===== src/rtl/memspace_pkg.sv =====
package memspace_pkg;

    localparam int AW      = 16;
    localparam int BW      = 8;
    localparam int NTGT    = 7;
    localparam int NPTR    = 2;

    localparam int T_CODE_INT = 0;
    localparam int T_CODE_EXT = 1;
    localparam int T_LRAM     = 2;
    localparam int T_URAM     = 3;
    localparam int T_SFR      = 4;
    localparam int T_XRAM     = 5;
    localparam int T_XDATA    = 6;

    localparam logic [BW-1:0] PTR_BASE = 8'h82;
    localparam logic [BW-1:0] SEL_ADDR = 8'hA2;

    typedef enum logic [1:0] {
        ACC_FETCH    = 2'd0,
        ACC_DIRECT   = 2'd1,
        ACC_INDIRECT = 2'd2,
        ACC_XMOVE    = 2'd3
    } acc_kind_e;

    typedef struct packed {
        logic [NTGT-1:0] sel;
        logic [AW-1:0]   addr;
    } route_t;

endpackage


===== src/rtl/ms_code_dec.sv =====
module ms_code_dec
    import memspace_pkg::*;
#(
    parameter int INT_CODE_AW = 15
) (
    input  logic [AW-1:0]   addr,
    input  logic            int_en,
    output logic [NTGT-1:0] sel
);
    localparam int HI_W = AW - INT_CODE_AW;

    logic in_window;

    always_comb begin
        in_window = (addr[AW-1:INT_CODE_AW] == HI_W'(0));
        sel = '0;
        if (int_en && in_window) begin
            sel[T_CODE_INT] = 1'b1;
        end else begin
            sel[T_CODE_EXT] = 1'b1;
        end
    end
endmodule


===== src/rtl/ms_data_dec.sv =====
module ms_data_dec
    import memspace_pkg::*;
#(
    parameter int XRAM_AW = 8
) (
    input  acc_kind_e       kind,
    input  logic [AW-1:0]   addr,
    input  logic            xram_off,
    input  logic            via_ptr,
    input  logic [AW-1:0]   ptr_val,
    output logic [NTGT-1:0] sel,
    output logic [AW-1:0]   tgt
);
    logic [AW-1:0] move_addr;
    logic [BW-1:0] lo;

    always_comb begin
        lo        = addr[BW-1:0];
        move_addr = via_ptr ? ptr_val : {{(AW-BW){1'b0}}, lo};
        sel       = '0;
        tgt       = '0;
        unique case (kind)
            ACC_DIRECT: begin
                tgt = {{(AW-BW){1'b0}}, lo};
                if (lo[BW-1]) sel[T_SFR]  = 1'b1;
                else          sel[T_LRAM] = 1'b1;
            end
            ACC_INDIRECT: begin
                tgt = {{(AW-BW){1'b0}}, lo};
                if (lo[BW-1]) sel[T_URAM] = 1'b1;
                else          sel[T_LRAM] = 1'b1;
            end
            ACC_XMOVE: begin
                if (xram_off) begin
                    sel[T_XDATA] = 1'b1;
                    tgt          = move_addr;
                end else begin
                    sel[T_XRAM]  = 1'b1;
                    tgt          = {{(AW-XRAM_AW){1'b0}}, move_addr[XRAM_AW-1:0]};
                end
            end
            default: begin
                sel = '0;
                tgt = '0;
            end
        endcase
    end
endmodule


===== src/rtl/ms_ptr_bank.sv =====
module ms_ptr_bank
    import memspace_pkg::*;
(
    input  logic          clk,
    input  logic          rst_n,
    input  logic          we,
    input  logic [BW-1:0] addr,
    input  logic [BW-1:0] wdata,
    output logic [BW-1:0] rdata,
    output logic [AW-1:0] active
);
    localparam int SELW  = (NPTR > 1) ? $clog2(NPTR) : 1;
    localparam int NBYTE = AW / BW;

    typedef struct packed {
        logic [NPTR-1:0][AW-1:0] ptr;
        logic [SELW-1:0]         psel;
    } bank_t;

    bank_t st_d, st_q;

    always_comb begin
        logic [BW-1:0] a_byte;
        st_d  = st_q;
        rdata = '0;
        for (int i = 0; i < NPTR; i++) begin
            for (int b = 0; b < NBYTE; b++) begin
                a_byte = PTR_BASE + BW'(NBYTE * i + b);
                if (addr == a_byte) begin
                    rdata = st_q.ptr[i][b*BW +: BW];
                    if (we) st_d.ptr[i][b*BW +: BW] = wdata;
                end
            end
        end
        if (addr == SEL_ADDR) begin
            rdata = {{(BW-SELW){1'b0}}, st_q.psel};
            if (we && (int'(wdata[SELW-1:0]) < NPTR)) st_d.psel = wdata[SELW-1:0];
        end
    end

    always_ff @(posedge clk) begin
        if (!rst_n) st_q <= '0;
        else        st_q <= st_d;
    end

    assign active = st_q.ptr[st_q.psel];

    logic hits_ptr;
    assign hits_ptr = (addr >= PTR_BASE) && (addr < PTR_BASE + BW'(NPTR * NBYTE));

    p_sel_hold_r9: assert property (@(posedge clk) disable iff (!rst_n)
        !(we && addr == SEL_ADDR) |=> $stable(st_q.psel));

    p_ptr_hold_r10: assert property (@(posedge clk) disable iff (!rst_n)
        !(we && hits_ptr) |=> $stable(st_q.ptr));

    p_ptr_write_r8: assert property (@(posedge clk) disable iff (!rst_n)
        (we && addr == PTR_BASE) |=> (st_q.ptr[0][BW-1:0] == $past(wdata)));
endmodule


===== src/rtl/memspace_router.sv =====
module memspace_router
    import memspace_pkg::*;
#(
    parameter int INT_CODE_AW = 15,
    parameter int XRAM_AW     = 8
) (
    input  logic            clk,
    input  logic            rst_n,
    input  logic            acc_valid,
    input  logic [1:0]      acc_kind,
    input  logic [AW-1:0]   acc_addr,
    input  logic            code_int_en,
    input  logic            xram_off,
    input  logic            xmove_via_ptr,
    input  logic            sfr_we,
    input  logic [BW-1:0]   sfr_addr,
    input  logic [BW-1:0]   sfr_wdata,
    output logic [BW-1:0]   sfr_rdata,
    output logic [NTGT-1:0] tgt_sel,
    output logic [AW-1:0]   tgt_addr,
    output logic [AW-1:0]   dptr_active
);
    acc_kind_e       kind;
    logic [NTGT-1:0] code_sel, data_sel;
    logic [AW-1:0]   data_tgt;
    route_t          rt_d, rt_q;

    assign kind = acc_kind_e'(acc_kind);

    ms_code_dec #(.INT_CODE_AW(INT_CODE_AW)) u_code (
        .addr   (acc_addr),
        .int_en (code_int_en),
        .sel    (code_sel)
    );

    ms_ptr_bank u_ptr (
        .clk    (clk),
        .rst_n  (rst_n),
        .we     (sfr_we),
        .addr   (sfr_addr),
        .wdata  (sfr_wdata),
        .rdata  (sfr_rdata),
        .active (dptr_active)
    );

    ms_data_dec #(.XRAM_AW(XRAM_AW)) u_data (
        .kind     (kind),
        .addr     (acc_addr),
        .xram_off (xram_off),
        .via_ptr  (xmove_via_ptr),
        .ptr_val  (dptr_active),
        .sel      (data_sel),
        .tgt      (data_tgt)
    );

    always_comb begin
        rt_d = '0;
        if (acc_valid) begin
            if (kind == ACC_FETCH) begin
                rt_d.sel  = code_sel;
                rt_d.addr = acc_addr;
            end else begin
                rt_d.sel  = data_sel;
                rt_d.addr = data_tgt;
            end
        end
    end

    always_ff @(posedge clk) begin
        if (!rst_n) rt_q <= '0;
        else        rt_q <= rt_d;
    end

    assign tgt_sel  = rt_q.sel;
    assign tgt_addr = rt_q.addr;

    p_onehot_r11: assert property (@(posedge clk) disable iff (!rst_n)
        acc_valid |=> ($countones(tgt_sel) == 1));

    p_idle_r11: assert property (@(posedge clk) disable iff (!rst_n)
        !acc_valid |=> (tgt_sel == '0 && tgt_addr == '0));

    p_pin_low_r2: assert property (@(posedge clk) disable iff (!rst_n)
        (acc_valid && kind == ACC_FETCH && !code_int_en) |=> tgt_sel[T_CODE_EXT]);

    p_high_fetch_r3: assert property (@(posedge clk) disable iff (!rst_n)
        (acc_valid && kind == ACC_FETCH && acc_addr[AW-1]) |=> tgt_sel[T_CODE_EXT]);

    p_lowram_r4: assert property (@(posedge clk) disable iff (!rst_n)
        (acc_valid && (kind == ACC_DIRECT || kind == ACC_INDIRECT) && !acc_addr[BW-1])
        |=> tgt_sel[T_LRAM]);

    p_mode_split_r5: assert property (@(posedge clk) disable iff (!rst_n)
        (acc_valid && kind == ACC_DIRECT && acc_addr[BW-1]) |=> tgt_sel[T_SFR]);

    p_xram_trunc_r6: assert property (@(posedge clk) disable iff (!rst_n)
        (acc_valid && kind == ACC_XMOVE && !xram_off)
        |=> (tgt_sel[T_XRAM] && tgt_addr[AW-1:XRAM_AW] == '0));
endmodule


===== config.mk =====
export PLATFORM = sky130hd
export DESIGN_NAME = memspace_router
export DESIGN_NICKNAME = d
export VERILOG_FILES = /design/src/rtl/memspace_pkg.sv /design/src/rtl/ms_code_dec.sv /design/src/rtl/ms_data_dec.sv /design/src/rtl/ms_ptr_bank.sv /design/src/rtl/memspace_router.sv
export SDC_FILE = /design/constraint.sdc
export NUM_CORES = 1
export LEC_CHECK = 0
export BUFFER_PORTS_ARGS = -buffer_cell sky130_fd_sc_hd__buf_4
export CORE_MARGIN = 4
export CORE_UTILIZATION = 48
export CTS_CLUSTER_SIZE = 20
export DETAILED_ROUTE_END_ITERATION = 16
export GPL_ROUTABILITY_DRIVEN = 0
export PLACE_DENSITY = 0.75
export SLEW_MARGIN = 20
export SYNTH_ARGS = -nofsm -noshare
export SYNTH_HDL_FRONTEND = slang
export SYNTH_HIERARCHICAL = 1
export SYNTH_SLANG_ARGS = --single-unit

===== constraint.sdc =====
create_clock -name clk -period 3.23 [get_ports clk]
set_input_delay 0.646 -clock clk [delete_from_list [all_inputs] [get_ports clk]]
set_output_delay 0.646 -clock clk [all_outputs]
set_load 0.01 [all_outputs]

==> impl_metrics.ini <==
[synthesis]
synthXorXnorAreaFrac = 0
synth_edf_count = 0
synth_fa_ha_area_frac = 0.02019
synth-simple-area-share = 0.2370
synth_cell_types = 39
synth_top_family_by_area = simple AND/OR/NAND/NOR gates
ys_ff_latch = 56
synth_compound_area_frac = 0.2156
synthArstFlopShare = 0
avgSynthCellArea_um2 = 9.062
synthMuxAreaShare = 0.08397
ys_seq_area_frac = 0.3617
synthCells = 342
synth-warning-count = 6
ys.flop_type = dfxtp_1
syn_area_um2 = 3099

[global_routing]
grt_usage = 0.2043
grt_pass1_wl_um = 12510
grt_pass1_vias = 2527
antenna_found_initial = 0
overflow = 0
grt_max_degree = 51

[clock_tree]
hold_buffers = 0
post_cts.repair.setup_buffers = 0
cts.htree.levels = 2
cts.path.max_buffers = 2
cts_made_buffers = 5
path_clk_slew_ns = 0.09
cts-resized-gates = 0
worstSkewPairLatency_ns = 0.30
cts.sinks = 56
cts-root-buf = clkbuf_8
cts_tree = done

[floorplan]
fp-row-count = 29
num_io_pins = 88
die_y_um = 88.36
core_area_um2 = 6314
initial_utilization = 0.4909
die_w_um = 88.36
dieArea_um2 = 7807

[layout]
nNetsFinal = 453
regArea_um2 = 1121
multi_input_area_um2 = 1752
drive_gt1_frac = 0.3211
utilization = 0.5927
n_fill_cell = 581
layout_common_cells = buf_4 (90), dfxtp_1 (56), o21ai_1 (34), nand3_1 (32), o21ai_0 (24)
syn_to_final_growth_pct = 20.75
n_antenna_cell = 0
final_common_cell = buf_4

[timing]
min_period_ns = 2.634
max_clock_freq_mhz = 379.6
slew_headroom = 0.4230
finalMaxSlewViolations = 0
finalSetupViolations = 0
setup_tns_ns = 0
hold_viol = 0
finalClockSkew_ns = 0.009356
min_period_over_period = 0.8156
worst_pin_slew_ns = 0.8643
rsz0062_at_grt = false

[detailed_routing]
wire_per_inst_um = 16.20
wl_met2_um = 3681
vias_per_cell = 5.561
drt_wl_total_um = 7856
vias = 2697
firstDrtPassIters = 4
top_layer_used = met4
wl_met3_um = 636
drt_iter0_drc = 182
drc = 0
ant_nets = 0
wl_met1_um = 3361

[setup_path]
path_cells = buf_4 -> nor3b_4 -> nand2_1 -> o21ai_0 -> nor2_1 -> buf_4
max_stage_delay_ns = 0.46
reg2regPathDepth = 5
critPathKind = in2out
crit_start = sfr_addr[3]
regToRegEndpoint = tgt_addr[4]
critPathArrivalTime_ns = 1.99
crit_path_start_kind = input pin
cp-end-kind = output port
slowest_stage = nor3b_4
cp-endpoint = sfr_rdata[3]
crit_top_cell = buf_4
reg2reg_slack_ns = 1.34
worst-path-max-fanout = 12
cp.required_ns = 2.58
crit-reg2reg-launch = u_ptr/st_q[0]

[outcome]
outcome = completed

[power]
leakagePower_nw = 1.563
vdd_ir_drop_max_v = 0.0001745
power_density_nw_per_um2 = 338.3
finalPower_mw = 1.266

[worst_hold_path]
hold_class = reg2reg

[placed_design]
dp_hpwl_um = 5775
port_buffers = 87

[flow_run]
cap_violations = 0
[per-stage QoR]
step                      cell area [um^2]  setup slack (ns)  hold slack (ns)  cells
after global routing                  3742            0.4300           0.4977    485
after global placement                3652            0.6872           0.4594    477
final                                 3742            0.5955           0.4804    485
after CTS                             3742            0.6340           0.4798    485
after detailed placement              3652            0.6352           0.4657    477
after floorplan                       3118            0.9332           0.4471    347
[synthesized netlist by cell type (all sizes together), types with 8 or more instances]
cell	count	area, um^2
mux2	16	180.2
buf	28	203.9
nand2	11	41.29
clkbuf	9	33.78
mux2i	8	80.08
o21ai	66	360.3
a21oi	23	115.1
or3b	23	201.4
dfxtp	56	1121
and2	10	62.56
nand3	35	197.7
o2bb2ai	8	70.07
[state kept, by name, indices dropped and copies added (netlist names)]
name / cells
tgt_sel: 7
tgt_addr: 16
u_ptr/st_q: 33
[worst min-delay path by stage]
stage                              start              to  slack, ns  depth (start not counted)
after floorplan           u_ptr/st_q[30]  u_ptr/st_q[30]       0.45                          2
after global placement    u_ptr/st_q[32]  u_ptr/st_q[32]       0.46                          2
after detailed placement  u_ptr/st_q[32]  u_ptr/st_q[32]       0.47                          2
after CTS                 u_ptr/st_q[32]  u_ptr/st_q[32]       0.48                          2
after global routing      u_ptr/st_q[32]  u_ptr/st_q[32]       0.50                          2
final                     u_ptr/st_q[32]  u_ptr/st_q[32]       0.48                          2
[power by group]
| part | internal [mW] | switching (mW) |
|---|---|---|
| Sequential | 0.699 | 0.00303 |
| Combinational | 0.0801 | 0.0961 |
| Clock | 0.176 | 0.212 |
| Total | 0.955 | 0.311 |
[routing by layer]
metal  vias up  global-route usage
li1       1373                   -
met1      1229              0.2706
met2        81              0.3263
met3        14             0.04562
met4         0             0.07555
met5         -                   0
[cells by family after synthesis]
family,count (synthesis)
AO/OA/AOI/OAI,111
adder cells (fa/ha/maj),5
buffers and inverters,39
flip-flops,56
multiplexers,24
other,2
AND/OR/NAND/NOR,105
[area by class of cell]
cell class / instances / share of cell area
clock buffers: 8 / 0.02407
flip-flops and latches: 56 / 0.2996
repair buffers: 90 / 0.1805
well taps: 77 / 0.02574
multi-input cells: 252 / 0.4681
inverters: 2 / 0.002006
[worst max-delay path, delay by kind of cell]
family,cells,cell delay [ns]
AO/OA/AOI/OAI,1,0.25
buffers and inverters,2,0.29
AND/OR/NAND/NOR,3,0.80
Note: power is estimated with default switching activity, not from simulation.
